File: src/rtl/pit_chan_pkg.sv
package pit_chan_pkg;

    typedef enum logic [2:0] {
        MD_TERM     = 3'd0,
        MD_ONESHOT  = 3'd1,
        MD_RATE     = 3'd2,
        MD_SQUARE   = 3'd3,
        MD_SWSTROBE = 3'd4,
        MD_HWSTROBE = 3'd5
    } mode_e;

    typedef enum logic [1:0] {
        ST_IDLE    = 2'd0,
        ST_COUNT   = 2'd1,
        ST_EXPIRED = 2'd2
    } state_e;

    // codes 6 and 7 fold onto the periodic modes
    function automatic mode_e fold_mode(input logic [2:0] m);
        return (m[2] && m[1]) ? mode_e'({1'b0, m[1:0]}) : mode_e'(m);
    endfunction

    // modes whose counting stops while the gate is low
    function automatic logic gate_level_mode(input mode_e m);
        return (m == MD_TERM) || (m == MD_RATE) || (m == MD_SQUARE) || (m == MD_SWSTROBE);
    endfunction

    // modes restarted by a gate rising edge
    function automatic logic gate_edge_mode(input mode_e m);
        return (m == MD_ONESHOT) || (m == MD_RATE) || (m == MD_SQUARE) || (m == MD_HWSTROBE);
    endfunction

endpackage

File: src/rtl/pit_gate_edge.sv
module pit_gate_edge (
    input  logic clk,
    input  logic rst_n,
    input  logic gate,
    output logic rise
);
    logic gate_q;

    always_ff @(posedge clk or negedge rst_n) begin
        if (!rst_n) gate_q <= 1'b0;
        else        gate_q <= gate;
    end

    assign rise = gate && !gate_q;
endmodule

File: src/rtl/pit_count_path.sv
module pit_count_path
    import pit_chan_pkg::*;
#(
    parameter int CNT_W = 16
) (
    input  logic             clk,
    input  logic             rst_n,
    input  logic             load,
    input  logic [CNT_W-1:0] load_val,
    input  logic             restart,
    input  logic             step,
    input  mode_e            mode_q,
    input  logic             out_q,
    output logic [CNT_W-1:0] count,
    output logic [CNT_W-1:0] init_val,
    output logic             period_end
);
    localparam logic [CNT_W-1:0] ONE = CNT_W'(1);
    localparam logic [CNT_W-1:0] TWO = CNT_W'(2);

    logic [CNT_W-1:0] dec_amt;

    always_comb begin
        unique case (mode_q)
            MD_RATE:   period_end = (count == ONE);
            MD_SQUARE: period_end = (count == ONE) || (count == TWO);
            default:   period_end = 1'b0;
        endcase
        dec_amt = (mode_q == MD_SQUARE) ? TWO : ONE;
    end

    always_ff @(posedge clk or negedge rst_n) begin
        if (!rst_n) begin
            count    <= '0;
            init_val <= '0;
        end else if (load) begin
            init_val <= load_val;
            count    <= load_val;
        end else if (restart) begin
            count <= init_val;
        end else if (step) begin
            if (period_end) begin
                // square wave: low half restarts from the value rounded down to even
                count <= (mode_q == MD_SQUARE && out_q) ? (init_val & ~ONE) : init_val;
            end else begin
                count <= count - dec_amt;
            end
        end
    end
endmodule

File: src/rtl/pit_ctrl_fsm.sv
module pit_ctrl_fsm
    import pit_chan_pkg::*;
#(
    parameter int CNT_W = 16
) (
    input  logic             clk,
    input  logic             rst_n,
    input  logic             load,
    input  logic [2:0]       mode_sel,
    input  logic             tick,
    input  logic             gate,
    input  logic             rise,
    input  logic [CNT_W-1:0] count,
    input  logic             period_end,
    output state_e           state,
    output mode_e            mode_q,
    output logic             out,
    output logic             step,
    output logic             restart
);
    localparam logic [CNT_W-1:0] ONE = CNT_W'(1);
    localparam logic [CNT_W-1:0] TWO = CNT_W'(2);

    state_e state_nx;
    mode_e  mode_nx;
    logic   running;
    logic   term_hit;
    mode_e  load_mode;

    always_comb begin
        load_mode = fold_mode(mode_sel);
        running   = (state != ST_IDLE);
        restart   = rise && running && gate_edge_mode(mode_q) && !load;
        step      = tick && running && !load && !restart &&
                    (gate || !gate_level_mode(mode_q));
        term_hit  = step && (state == ST_COUNT) && (count == ONE) &&
                    (mode_q == MD_TERM || mode_q == MD_ONESHOT ||
                     mode_q == MD_SWSTROBE || mode_q == MD_HWSTROBE);

        state_nx = state;
        mode_nx  = mode_q;
        if (load) begin
            state_nx = ST_COUNT;
            mode_nx  = load_mode;
        end else if (restart) begin
            state_nx = ST_COUNT;
        end else if (term_hit) begin
            state_nx = ST_EXPIRED;
        end
    end

    // state register
    always_ff @(posedge clk or negedge rst_n) begin
        if (!rst_n) begin
            state  <= ST_IDLE;
            mode_q <= MD_TERM;
        end else begin
            state  <= state_nx;
            mode_q <= mode_nx;
        end
    end

    // output register
    always_ff @(posedge clk or negedge rst_n) begin
        if (!rst_n) begin
            out <= 1'b1;
        end else if (load) begin
            out <= !(load_mode == MD_TERM || load_mode == MD_ONESHOT);
        end else if (restart) begin
            out <= (mode_q != MD_ONESHOT);
        end else begin
            unique case (mode_q)
                MD_TERM, MD_ONESHOT: begin
                    if (term_hit) out <= 1'b1;
                end
                MD_RATE: begin
                    if (step) out <= (count != TWO);
                end
                MD_SQUARE: begin
                    if (step && period_end) out <= !out;
                end
                MD_SWSTROBE, MD_HWSTROBE: begin
                    if (tick && running) out <= !term_hit;
                end
                default: out <= out;
            endcase
        end
    end
endmodule

File: src/rtl/pit_channel_core.sv
module pit_channel_core
    import pit_chan_pkg::*;
#(
    parameter int CNT_W = 16
) (
    input  logic             clk,
    input  logic             rst_n,
    input  logic             tick,
    input  logic             gate,
    input  logic [2:0]       mode_sel,
    input  logic             load,
    input  logic [CNT_W-1:0] load_val,
    input  logic             irq_mask,
    output logic [CNT_W-1:0] count,
    output logic             out,
    output logic             irq
);
    logic             rise;
    logic             step;
    logic             restart;
    logic             period_end;
    logic [CNT_W-1:0] init_val;
    state_e           state;
    mode_e            mode_q;

    pit_gate_edge u_gate (
        .clk   (clk),
        .rst_n (rst_n),
        .gate  (gate),
        .rise  (rise)
    );

    pit_ctrl_fsm #(.CNT_W(CNT_W)) u_fsm (
        .clk        (clk),
        .rst_n      (rst_n),
        .load       (load),
        .mode_sel   (mode_sel),
        .tick       (tick),
        .gate       (gate),
        .rise       (rise),
        .count      (count),
        .period_end (period_end),
        .state      (state),
        .mode_q     (mode_q),
        .out        (out),
        .step       (step),
        .restart    (restart)
    );

    pit_count_path #(.CNT_W(CNT_W)) u_cnt (
        .clk        (clk),
        .rst_n      (rst_n),
        .load       (load),
        .load_val   (load_val),
        .restart    (restart),
        .step       (step),
        .mode_q     (mode_q),
        .out_q      (out),
        .count      (count),
        .init_val   (init_val),
        .period_end (period_end)
    );

    assign irq = out && !irq_mask;
endmodule

File: config.mk
export PLATFORM = sky130hd
export DESIGN_NAME = pit_channel_core
export DESIGN_NICKNAME = d
export VERILOG_FILES = /design/src/rtl/pit_chan_pkg.sv /design/src/rtl/pit_gate_edge.sv /design/src/rtl/pit_count_path.sv /design/src/rtl/pit_ctrl_fsm.sv /design/src/rtl/pit_channel_core.sv
export SDC_FILE = /design/constraint.sdc
export NUM_CORES = 1
export LEC_CHECK = 0
export ABC_AREA = 1
export BUFFER_PORTS_ARGS = -buffer_cell sky130_fd_sc_hd__clkbuf_2
export CAP_MARGIN = 10
export CORE_AREA = 5 5 56 95
export CTS_CLUSTER_DIAMETER = 30
export DETAILED_ROUTE_END_ITERATION = 12
export DIE_AREA = 0 0 61 100
export GPL_TIMING_DRIVEN = 0
export PLACE_DENSITY = 0.85
export SYNTH_ARGS = -nofsm -noshare
export SYNTH_HDL_FRONTEND = slang
export SYNTH_SLANG_ARGS = --single-unit
File: constraint.sdc
create_clock -name clk -period 4.47 [get_ports clk]
set_input_delay 1.1175 -clock clk [delete_from_list [all_inputs] [get_ports clk]]
set_output_delay 1.1175 -clock clk [all_outputs]
set_load 0.02 [all_outputs]
==> run summary <==
Area Growth Syn to Fin -> 14.5%
IO Pins -> 43
Post-CTS Setup Inserts -> 0
TritonCTS clock tree -> yes
Crit path arrival time -> 1.45 ns
Outcome -> finished clean
Critical Path Start Type -> input port
Die area -> 0.00610 mm²
DRC -> 0
Tmin final -> 2.57 ns
Mux cell area share after synthesis -> 0
Cell Area, Synth -> 0.00242 mm²
ANT cells -> 0
CTS root buffer -> clkbuf_8
Vias in the first global route -> 2453
Tightest Pin Transition -> 0.999 ns
Total Neg Setup Slack -> 0 ns
Critical path peak fanout -> 1
First-pass iteration count of the detailed router -> 5
Final Power -> 1.13 mW
Row count -> 32
Main combinational cell family by area after synthesis -> simple AND/OR/NAND/NOR gates
Max-cap violations -> 0
Comb pwr share -> 0.368
DR vias -> 2365
Hold_buf cts -> 0
Most used cell, CP -> clkbuf_2
Routed len/inst -> 14.2 µm
R2R cell count -> 15
Routed Antenna Nets -> 0
Post-Place Cells -> 428
Max H-tree Level -> 2
Final net count -> 412
Synth Area in Compound Gates -> 0.0709
CTS Buf Count -> 5
Die Span Y -> 100 µm
Worst path cell trace -> clkbuf_2 > nor2_1 > clkbuf_2
Register area share after synthesis -> 0.404
Die Width -> 61 µm
Critical path's slowest cell -> clkbuf_2
Simple-gate share of the synthesized area -> 0.390
Post-Route WL -> 6200 µm
Layout cell share with drive strength beyond 1 -> 0.195
Place WS -> 1.90 ns
Core Util, Final -> 0.628
DPL Wire Length -> 4680 µm
Largest delay share family, worst path -> buffers and inverters
Leak -> 1.48 nW
R2R Setup Slk -> 1.95 ns
Tcrit/Tclk final -> 0.574
Fmax -> 0.390 GHz
Post-Syn Instances -> 336
Reg-to-reg endpoint -> u_cnt.count[10]$_DFFE_PN0P_
Global Route Usage Sum -> 0.225
Critical path depth -> 3
Switching power -> 0.461 mW
Buffers added on ports -> 41
Non-filler instance count after layout -> 436
Initial core utilization -> 0.549
Worst Path Class, Setup -> input port to primary output
Final Hold Viols -> 0
Yosys Warn Count -> 0
Final GP Congestion -> 0.936
FF-to-FF Start -> u_fsm.mode_q[2]$_DFFE_PN0P_
Initial DRC Count -> 88
Delay of the slowest critical-path stage -> 0.17 ns
Seq pwr share -> 0.422
Worst vdd ir -> 0.254 mV
Req. time, crit path -> 3.35 ns
Clock Pin Slew Worst Setup and Hold Paths -> 0.08 ns
Vias/cell -> 5.42
Unique masters post-synth -> 31
Final worst slack -> 1.90 ns
Unrepaired setup endpoints after global routing -> false
Setup crit end -> irq
Final Max Slew Viols -> 0
Final setup violation count -> 0
Crit end category -> primary output
Sw frac -> 0.407
Syn Nets -> 364
Adder-cell share of the synthesized area -> 0.0186
Yosys reg bits -> 39
Clock buffer depth -> 2
Post_cts resized -> 0
Worst skew pair latency -> 0.30 ns
Global-route wire length before repair -> 10500 µm
Worst Hold Class -> register to register
Internal power -> 0.671 mW
Antenna violations before repair -> 0
Critical Path Start -> irq_mask
Post-synthesis xor/xnor area fraction -> 0.0362
Clock network power share -> 0.210
Power Dens Cells -> 409 mW/mm²
Post-Syn Area per Cell -> 7.19 µm²
Clock skew -> 0.00888 ns
Largest net degree at the start of global routing -> 40
Clock sink total -> 39
Slew HR -> 0.334
WP buf/inv -> 2
Grt ovf -> 0
CORE AREA -> 0.00440 mm²
==> state kept, by name, indices dropped and copies added (netlist names) <==
register,count
u_fsm.out,1
u_cnt.count,16
u_fsm.mode_q,3
u_cnt.init_val,16
u_fsm.state,2
u_gate.gate_q,1
==> layout make-up <==
class,instances,area (µm²)
inverters,28,108
clock buffers,7,76.3
plain buffers,10,86.3
repair buffers,41,205
flip-flops and latches,39,977
multi-input cells,259,1250
well taps,51,63.8
fillers,418,1640
clock inverters,1,5.00
==> how the worst min path moves through the flow <==
| stage | cells after the start | from | to | slack [ns] |
|---|---|---|---|---|
| floorplan | 2 | u_cnt.init_val[15]$_DFFE_PN0P_ | u_cnt.init_val[15]$_DFFE_PN0P_ | 0.44 |
| global route | 2 | u_cnt.init_val[14]$_DFFE_PN0P_ | u_cnt.init_val[14]$_DFFE_PN0P_ | 0.50 |
| global placement | 2 | u_cnt.init_val[4]$_DFFE_PN0P_ | u_cnt.init_val[4]$_DFFE_PN0P_ | 0.45 |
| CTS | 2 | u_fsm.out$_DFFE_PN1P_ | u_fsm.out$_DFFE_PN1P_ | 0.47 |
| detailed placement | 2 | u_cnt.init_val[15]$_DFFE_PN0P_ | u_cnt.init_val[15]$_DFFE_PN0P_ | 0.46 |
| finish | 2 | u_fsm.out$_DFFE_PN1P_ | u_fsm.out$_DFFE_PN1P_ | 0.47 |
==> worst reg2reg max path, delay by kind of cell (launching register included) <==
| family | cells | cell delay [ns] |
|---|---|---|
| xor+xnor | 1 | 0.16 |
| simple gates | 9 | 0.99 |
| fa+ha+maj | 2 | 0.59 |
| flops | 1 | 0.40 |
| buf+inv | 3 | 0.32 |
==> cells by family (layout without fill, tap and decap cells) <==
logic type	Yosys count	count (layout)
xor gates and xnor gates	10	10
and+or+nand+nor	219	219
buffers and inverters	38	87
adders and majority gates	3	3
DFF	39	39
AOI/OAI and AO/OA	27	27
==> power groups by stage <==
stage	Sequential, mW	Combinational [mW]	Clock, mW
final	0.478	0.416	0.238
after global routing	0.486	0.466	0.254
after CTS	0.476	0.417	0.240
after detailed placement	0.482	0.414	0
after global placement	0.481	0.402	0
after floorplan	0.516	0.251	0
==> cell usage in the layout (no fill, tap or decap), types with 2 or more instances in the layout <==
cell	netlist	layout
nor2_2	6	6
clkbuf_2	0	41
o21ai_0	11	11
nand3b_1	3	3
clkbuf_1	3	5
nand4_1	6	6
dfrtp_1	38	38
nor2_1	36	36
nand2_2	5	5
buf_6	6	6
xnor2_1	7	7
a21oi_1	8	8
inv_2	2	2
nand2_1	129	129
ha_1	2	2
nand3_1	29	29
clkbuf_8	0	5
inv_1	25	25
o211ai_1	3	3
xor2_1	3	3
nand2_4	2	2
==> layer usage <==
metal	global-route usage	part of all wire
met1	0.251	0.36
met2	0.384	0.54
met3	0.0373	0.060
met4	0.130	0.037
met5	0	0
==> stage by stage <==
step / area (µm²) / hold slack [ns]
floorplan: 2420 / 0.437
global placement: 2690 / 0.449
detailed placement: 2690 / 0.460
CTS: 2770 / 0.473
global route: 2770 / 0.503
finish: 2770 / 0.472
==> cells in the mapped netlist, drive strengths merged <==
| master | instances | share of area |
|---|---|---|
| buf | 7 | 0.031 |
| inv | 28 | 0.045 |
| o21a | 1 | 0.0031 |
| xor2 | 3 | 0.011 |
| ha | 2 | 0.010 |
| xnor2 | 7 | 0.025 |
| nand3b | 3 | 0.0093 |
| nand2 | 136 | 0.22 |
| o211ai | 4 | 0.014 |
| nor3 | 1 | 0.0021 |
| nand3 | 30 | 0.064 |
| nor2 | 43 | 0.076 |
| nand4 | 6 | 0.016 |
| a21oi | 8 | 0.017 |
| fa | 1 | 0.0083 |
| o21ai | 12 | 0.025 |
| o21bai | 1 | 0.0031 |
| dfstp | 1 | 0.011 |
| clkbuf | 3 | 0.0047 |
| dfrtp | 38 | 0.39 |
| a31oi | 1 | 0.0088 |
Note: power is estimated with default switching activity, not from simulation.
